File: src/rtl/wb2c_pkg.sv
package wb2c_pkg;
   typedef enum logic [1:0] {
      ST_IDLE = 2'd0,
      ST_CMP  = 2'd1,
      ST_WB   = 2'd2,
      ST_FILL = 2'd3
   } wb2c_state_e;
endpackage

File: src/rtl/wb2c_match.sv
module wb2c_match #(
   parameter int TAG_W = 28,
   parameter int WAYS  = 2
) (
   input  logic [WAYS-1:0]            way_vld,
   input  logic [WAYS-1:0][TAG_W-1:0] way_tag,
   input  logic [TAG_W-1:0]           req_tag,
   output logic                       hit,
   output logic [$clog2(WAYS)-1:0]    hit_way
);
   logic [WAYS-1:0] match;

   // one comparator per way, all working in parallel
   for (genvar w = 0; w < WAYS; w++) begin : g_cmp
      assign match[w] = way_vld[w] && (way_tag[w] == req_tag);
   end

   always_comb begin
      hit_way = '0;
      for (int w = WAYS - 1; w >= 0; w--)
         if (match[w]) hit_way = w[$clog2(WAYS)-1:0];
   end

   assign hit = |match;
endmodule

File: src/rtl/wb2c_array.sv
module wb2c_array #(
   parameter int SETS   = 4,
   parameter int TAG_W  = 28,
   parameter int DATA_W = 32,
   parameter int WAYS   = 2,
   localparam int IDX_W = $clog2(SETS),
   localparam int WAY_W = $clog2(WAYS)
) (
   input  logic                        clk,
   input  logic                        rst_n,
   input  logic [IDX_W-1:0]            idx,
   output logic [WAYS-1:0]             set_vld,
   output logic [WAYS-1:0]             set_dirty,
   output logic [WAYS-1:0][TAG_W-1:0]  set_tag,
   output logic [WAYS-1:0][DATA_W-1:0] set_data,
   output logic [WAY_W-1:0]            set_lru,
   input  logic                        fill_en,
   input  logic [WAY_W-1:0]            fill_way,
   input  logic [TAG_W-1:0]            fill_tag,
   input  logic [DATA_W-1:0]           fill_data,
   input  logic                        st_en,
   input  logic [WAY_W-1:0]            acc_way,
   input  logic [DATA_W-1:0]           st_data,
   input  logic                        touch_en
);
   logic [WAYS-1:0]             vld_q   [SETS];
   logic [WAYS-1:0]             dirty_q [SETS];
   logic [WAY_W-1:0]            lru_q   [SETS];
   logic [WAYS-1:0][TAG_W-1:0]  tag_q   [SETS];
   logic [WAYS-1:0][DATA_W-1:0] data_q  [SETS];

   always_ff @(posedge clk or negedge rst_n) begin
      if (!rst_n) begin
         for (int s = 0; s < SETS; s++) begin
            vld_q[s]   <= '0;
            dirty_q[s] <= '0;
            lru_q[s]   <= '0;
         end
      end else begin
         if (fill_en) begin
            vld_q[idx][fill_way]   <= 1'b1;
            dirty_q[idx][fill_way] <= 1'b0;
         end
         if (st_en) dirty_q[idx][acc_way] <= 1'b1;
         // the recency bit names the way to evict next
         if (touch_en) lru_q[idx] <= ~acc_way;
      end
   end

   always_ff @(posedge clk) begin
      if (fill_en) begin
         tag_q[idx][fill_way]  <= fill_tag;
         data_q[idx][fill_way] <= fill_data;
      end
      if (st_en) data_q[idx][acc_way] <= st_data;
   end

   assign set_vld   = vld_q[idx];
   assign set_dirty = dirty_q[idx];
   assign set_tag   = tag_q[idx];
   assign set_data  = data_q[idx];
   assign set_lru   = lru_q[idx];
endmodule

File: src/rtl/wb2c_ctrl.sv
module wb2c_ctrl
   import wb2c_pkg::*;
(
   input  logic        clk,
   input  logic        rst_n,
   input  logic        cpu_req,
   input  logic        cpu_we,
   input  logic        hit,
   input  logic [1:0]  set_vld,
   input  logic [1:0]  set_dirty,
   input  logic        set_lru,
   input  logic        mem_ack,
   output wb2c_state_e state,
   output logic        vic_q,
   output logic        cpu_ready,
   output logic        fill_en,
   output logic        st_en,
   output logic        mem_req,
   output logic        mem_we
);
   logic victim;

   // free way first (way 0 before way 1), recency bit otherwise
   always_comb begin
      if (!set_vld[0])      victim = 1'b0;
      else if (!set_vld[1]) victim = 1'b1;
      else                  victim = set_lru;
   end

   always_ff @(posedge clk or negedge rst_n) begin
      if (!rst_n) begin
         state <= ST_IDLE;
         vic_q <= 1'b0;
      end else begin
         unique case (state)
            ST_IDLE: if (cpu_req) state <= ST_CMP;
            ST_CMP: begin
               if (hit) state <= ST_IDLE;
               else begin
                  vic_q <= victim;
                  state <= (set_vld[victim] && set_dirty[victim]) ? ST_WB : ST_FILL;
               end
            end
            ST_WB:   if (mem_ack) state <= ST_FILL;
            ST_FILL: if (mem_ack) state <= ST_CMP;
            default: state <= ST_IDLE;
         endcase
      end
   end

   assign cpu_ready = (state == ST_CMP) && hit;
   assign st_en     = cpu_ready && cpu_we;
   assign fill_en   = (state == ST_FILL) && mem_ack;
   assign mem_req   = (state == ST_WB) || (state == ST_FILL);
   assign mem_we    = (state == ST_WB);
endmodule

File: src/rtl/wb2way_cache.sv
module wb2way_cache
   import wb2c_pkg::*;
#(
   parameter int ADDR_W = 32,
   parameter int DATA_W = 32,
   parameter int SETS   = 4
) (
   input  logic              clk,
   input  logic              rst_n,
   input  logic              cpu_req,
   input  logic              cpu_we,
   input  logic [ADDR_W-1:0] cpu_addr,
   input  logic [DATA_W-1:0] cpu_wdata,
   output logic [DATA_W-1:0] cpu_rdata,
   output logic              cpu_ready,
   output logic              mem_req,
   output logic              mem_we,
   output logic [ADDR_W-1:0] mem_addr,
   output logic [DATA_W-1:0] mem_wdata,
   input  logic [DATA_W-1:0] mem_rdata,
   input  logic              mem_ack
);
   localparam int WAYS  = 2;
   localparam int OFF_W = $clog2(DATA_W / 8);
   localparam int IDX_W = $clog2(SETS);
   localparam int TAG_W = ADDR_W - IDX_W - OFF_W;

   if (SETS < 2 || (SETS & (SETS - 1)) != 0) begin : g_bad_sets
      $error("SETS must be a power of two, at least 2");
   end
   if (DATA_W < 8 || (DATA_W & (DATA_W - 1)) != 0) begin : g_bad_data
      $error("DATA_W must be a power-of-two number of bits, at least 8");
   end
   if (TAG_W < 1) begin : g_bad_addr
      $error("ADDR_W too narrow for SETS and DATA_W");
   end

   logic [IDX_W-1:0]            idx;
   logic [TAG_W-1:0]            req_tag;
   logic [OFF_W-1:0]            addr_off_unused;
   logic [WAYS-1:0]             set_vld, set_dirty;
   logic [WAYS-1:0][TAG_W-1:0]  set_tag;
   logic [WAYS-1:0][DATA_W-1:0] set_data;
   logic                        set_lru, hit, hit_way, vic_q;
   logic                        fill_en, st_en;
   wb2c_state_e                 state;

   assign addr_off_unused = cpu_addr[OFF_W-1:0];
   assign idx     = cpu_addr[OFF_W +: IDX_W];
   assign req_tag = cpu_addr[ADDR_W-1 -: TAG_W];

   wb2c_match #(.TAG_W(TAG_W), .WAYS(WAYS)) u_match (
      .way_vld (set_vld),
      .way_tag (set_tag),
      .req_tag (req_tag),
      .hit     (hit),
      .hit_way (hit_way)
   );

   wb2c_array #(.SETS(SETS), .TAG_W(TAG_W), .DATA_W(DATA_W), .WAYS(WAYS)) u_array (
      .clk       (clk),
      .rst_n     (rst_n),
      .idx       (idx),
      .set_vld   (set_vld),
      .set_dirty (set_dirty),
      .set_tag   (set_tag),
      .set_data  (set_data),
      .set_lru   (set_lru),
      .fill_en   (fill_en),
      .fill_way  (vic_q),
      .fill_tag  (req_tag),
      .fill_data (mem_rdata),
      .st_en     (st_en),
      .acc_way   (hit_way),
      .st_data   (cpu_wdata),
      .touch_en  (cpu_ready)
   );

   wb2c_ctrl u_ctrl (
      .clk       (clk),
      .rst_n     (rst_n),
      .cpu_req   (cpu_req),
      .cpu_we    (cpu_we),
      .hit       (hit),
      .set_vld   (set_vld),
      .set_dirty (set_dirty),
      .set_lru   (set_lru),
      .mem_ack   (mem_ack),
      .state     (state),
      .vic_q     (vic_q),
      .cpu_ready (cpu_ready),
      .fill_en   (fill_en),
      .st_en     (st_en),
      .mem_req   (mem_req),
      .mem_we    (mem_we)
   );

   assign cpu_rdata = set_data[hit_way];
   assign mem_wdata = set_data[vic_q];
   assign mem_addr  = mem_we ? {set_tag[vic_q], idx, {OFF_W{1'b0}}}
                             : {req_tag, idx, {OFF_W{1'b0}}};
endmodule

File: config.mk
export PLATFORM = sky130hd
export DESIGN_NAME = wb2way_cache
export DESIGN_NICKNAME = d
export VERILOG_FILES = /design/src/rtl/wb2c_pkg.sv /design/src/rtl/wb2c_match.sv /design/src/rtl/wb2c_array.sv /design/src/rtl/wb2c_ctrl.sv /design/src/rtl/wb2way_cache.sv
export SDC_FILE = /design/constraint.sdc
export NUM_CORES = 1
export LEC_CHECK = 0
export BUFFER_PORTS_ARGS = -buffer_cell sky130_fd_sc_hd__buf_2
export CORE_MARGIN = 2
export CORE_UTILIZATION = 60
export CTS_CLUSTER_DIAMETER = 120
export DETAILED_ROUTE_END_ITERATION = 10
export GPL_TIMING_DRIVEN = 0
export PLACE_DENSITY_LB_ADDON = 0.2
export SYNTH_ARGS = -nofsm -noshare
export SYNTH_HDL_FRONTEND = slang
export SYNTH_SLANG_ARGS = --single-unit
File: constraint.sdc
create_clock -name clk -period 5.1 [get_ports clk]
set_input_delay 0.51 -clock clk [delete_from_list [all_inputs] [get_ports clk]]
set_output_delay 0.51 -clock clk [all_outputs]
set_load 0.01 [all_outputs]
==> metrics.md <==
| Metric | Value |
|---|---|
| Outcome | `complete, no violations` |
| Slowest CP cell | `clkbuf_1` |
| Worst r2r path cells | `9` |
| Gr ovfl total | `0` |
| Worst-path fanout max | `10` |
| Initial Utilization | `0.607` |
| Max-slew headroom | `0.101` |
| P&R area growth vs syn | `15.4%` |
| Fraction of registers with async set or reset after synthesis | `0.0457` |
| Port-buffer cells | `193` |
| Total GRT Usage | `0.294` |
| Reg2Reg Capture Point | `u_array.data_q[2][4]` |
| CP dominant cell by count | `buf_2` |
| Synth cell types | `66` |
| Io pins | `200` |
| # DRC | `0` |
| Initial antenna violation count | `5` |
| Data arrival, critical path | `~4300 ps` |
| Final period utilization | `0.936` |
| Post-CTS setup buffers | `0` |
| Antenna-violating nets left | `0` |
| Resized cells post-CTS | `0` |
| RSZ-0062 raised after global routing | `no` |
| Skew final | `22.9 ps` |
| Flops & latches, synth | `around 500` |
| R2r startpoint | `u_array.tag_q[2][24]` |
| CTS root buf | `clkbuf_16` |
| # clock sinks | `503` |
| Synth Area in XOR/XNOR | `0.0174` |
| Share of cells above drive strength 1 | `0.339` |
| Mux share of post-synthesis cell area | `0.189` |
| First-pass GRT wire length | `81,600 um` |
| Dpl ws | `-121 ps` |
| DIE HEIGHT | `196 um` |
| Row cnt | `70` |
| Max-cap violations | `0` |
| Via count | `13,100` |
| Power Dens Cells | `between 300 and 400 nW/um^2` |
| Max Clk Rate | `209 MHz` |
| CP endpoint kind | `output pin` |
| Largest family of logic cells by synthesized area | `multiplexers` |
| Worst-Skew Late Latency | `590 ps` |
| Maximum VDD drop | `0.345 mV` |
| Final nets | `~1,600` |
| Worst slew pin tran | `1340 ps` |
| Die ar. | `38,400 um^2` |
| Setup slack after layout | `324 ps` |
| Post-Syn Instances | `about 1,300` |
| Adder-cell area share of the yosys netlist | `0.00226` |
| CTS buffer count | `just under 50` |
| CTS tree | `done` |
| Drt initial violations | `between 1,000 and 1,500` |
| Avg WL per Cell | `27.0 um` |
| Final hold vios | `0` |
| Static leakage | `8.96 nW` |
| DP HPWL | `between 30,000 and 40,000 um` |
| EDFF count, synth | `480` |
| Setup-failing EPs final | `0` |
| Mapped cell area | `22,100 um^2` |
| Htree depth | `2` |
| Syn_area_per_cell | `around 17 um^2` |
| Worst hold endpoint | `u_array.tag_q[1][7]` |
| Worst-path cell chain | `buf_6 -> buf_12 -> buf_12 -> buf_2 -> buf_2 -> buf_2 -> buf_2 -> clkbuf_1 -> clkbuf_1 -> nand2_1 -> o21ai_0 -> nand2_1 -> a31oi_1 -> buf_2` |
| Post-DP Area | `24,000 um^2` |
| Via density | `6.38` |
| Worst Min Path Start | `cpu_addr[11]` |
| Final Critical Period | `4780 ps` |
| Critical Path RT | `around 4600 ps` |
| Seq/Total Area, Yosys | `0.678` |
| Post-synth top flop | `edfxtp_1` |
| Synth Area in Simple Gates | `0.0553` |
| Hold Crit Class | `in2reg` |
| Vias in the first global route | `13,100` |
| WHS Path Cells | `1` |
| Clk slew on worst S/H paths | `60 ps` |
| Kind of critical path | `in2out` |
| Largest net degree at the start of global routing | `30` |
| Placeable Area | `36,400 um^2` |
| Hold WS | `between 200 and 250 ps` |
| Die outline width | `196 um` |
| Flop2flop setup slack | `880 ps` |
| Max clock buf depth | `3` |
| Count of final max-slew check failures | `0` |
| Max incr delay on CP | `630 ps` |
| Synth warn | `0` |
| Final Util | `0.700` |
| DRT Pass-1 Iters | `8` |
| Startpoint Class | `input pin` |
| TNS Setup | `0 ps` |
| Gpl congestion | `0.898` |
| Cell area after layout | `25,500 um^2` |
| Final wirelength | `around 55,000 um` |
| CP startpoint | `cpu_addr[2]` |
| Compound-Gate Fraction of Synth Area | `0.0355` |
[cell families (layout without fill, tap and decap cells)]
kind of cell | Yosys count | in the layout
compound gates | 115 | 115
xor+xnor | 43 | 43
fa+ha+maj | 4 | 4
buf+inv | 89 | 383
flops | 503 | 503
mux | 259 | 259
other cells | 1 | 6
simple gates | 268 | 268
[cells in the mapped netlist, types with 5 or more instances]
master | number | area [um^2]
a211oi_1 | 5 | 37.5
a21oi_1 | 21 | 105
a31oi_1 | 21 | 131
buf_1 | 6 | 22.5
buf_2 | 20 | 100
buf_4 | 10 | 75.1
clkbuf_1 | 31 | 116
dfrtp_1 | 23 | 576
edfxtp_1 | 480 | 14400
inv_1 | 12 | 45.0
mux2_1 | 13 | 146
mux2_2 | 60 | 676
mux2_4 | 30 | 450
mux2i_1 | 49 | 490
mux4_2 | 107 | 2410
nand2_1 | 155 | 582
nand2b_1 | 11 | 68.8
nand3_1 | 9 | 45.0
nand4_1 | 14 | 87.6
nor2_1 | 45 | 169
nor2b_1 | 7 | 43.8
nor3_1 | 6 | 30.0
o21ai_0 | 18 | 90.1
o22ai_1 | 7 | 43.8
or2_2 | 5 | 31.3
xnor2_1 | 34 | 298
xor2_1 | 8 | 70.1
[area by class of cell]
type                    count  area (um^2)
repair buffers            206         1250
clock buffers              70         1330
plain buffers              76          448
inverters                  13         48.8
fillers                  2375        10900
well taps                 468          586
diodes                      4         10.0
flip-flops and latches    503        15000
clock inverters            18          145
multi-input cells         691         6700
[timing repair]
item                                    in CTS  in global routing
endpoints found under the setup margin       0                  0
hold buffers                                 1                  0
hold endpoints to repair                    23                  0
[per-stage QoR]
stage	power, mW	cells
global placement	6.52	1944
finish	9.91	2049
floorplan	5.81	1283
global route	10.2	2047
detailed placement	6.59	1956
CTS	9.92	2045
[how the worst max path moves through the flow]
| stage | endpoint | slack [ps] | cells past startpoint |
|---|---|---|---|
| floorplan | u_array.data_q[3][32] | 260 | 11 |
| global placement | u_array.data_q[3][58] | -2750 | 11 |
| detailed placement | u_array.data_q[1][58] | -120 | 13 |
| CTS | mem_addr[21] | 420 | 14 |
| global route | u_array.data_q[1][61] | 210 | 13 |
| finish | mem_addr[21] | 320 | 14 |
[critical path: cells and delay by family]
family / cells / cell delay [ps]
simple gates: 2 / 170
buf+inv: 10 / 3160
compound gates: 2 / 370
[registers in the layout, summed over array words and instances, names as in the netlist]
register and count:
u_array.data_q 256, u_array.dirty_q 8, u_array.lru_q 4, u_array.tag_q 224
u_array.vld_q 8, u_ctrl.state 2, u_ctrl.vic_q 1
[layer usage]
| layer | track usage | share of wire |
|---|---|---|
| met5 | 0 | 0.00042 |
| met4 | 0.102 | 0.029 |
| met3 | 0.0712 | 0.099 |
| met2 | 0.475 | 0.49 |
| met1 | 0.397 | 0.38 |
[power breakdown]
part	switching, mW	leakage, nW	internal, mW	total [mW]
Combinational	1.18	3.62	0.603	1.78
Sequential	0.0488	4.62	4.70	4.75
Clock	1.47	0.721	1.91	3.37
Total	2.69	8.96	7.21	9.91
[layout by cell type, fill, tap and decap left out, types with 17 or more instances in the layout]
| master | count |
|---|---|
| mux2i_1 | 49 |
| a31oi_1 | 21 |
| a21oi_1 | 17 |
| nor2_1 | 41 |
| nand2_1 | 155 |
| clkbuf_16 | 49 |
| mux2_2 | 60 |
| o21ai_0 | 18 |
| mux2_4 | 30 |
| xnor2_1 | 34 |
| dfrtp_1 | 23 |
| clkbuf_1 | 50 |
| buf_2 | 213 |
| mux4_2 | 107 |
| edfxtp_1 | 480 |
Note: power is estimated with default switching activity, not from simulation.
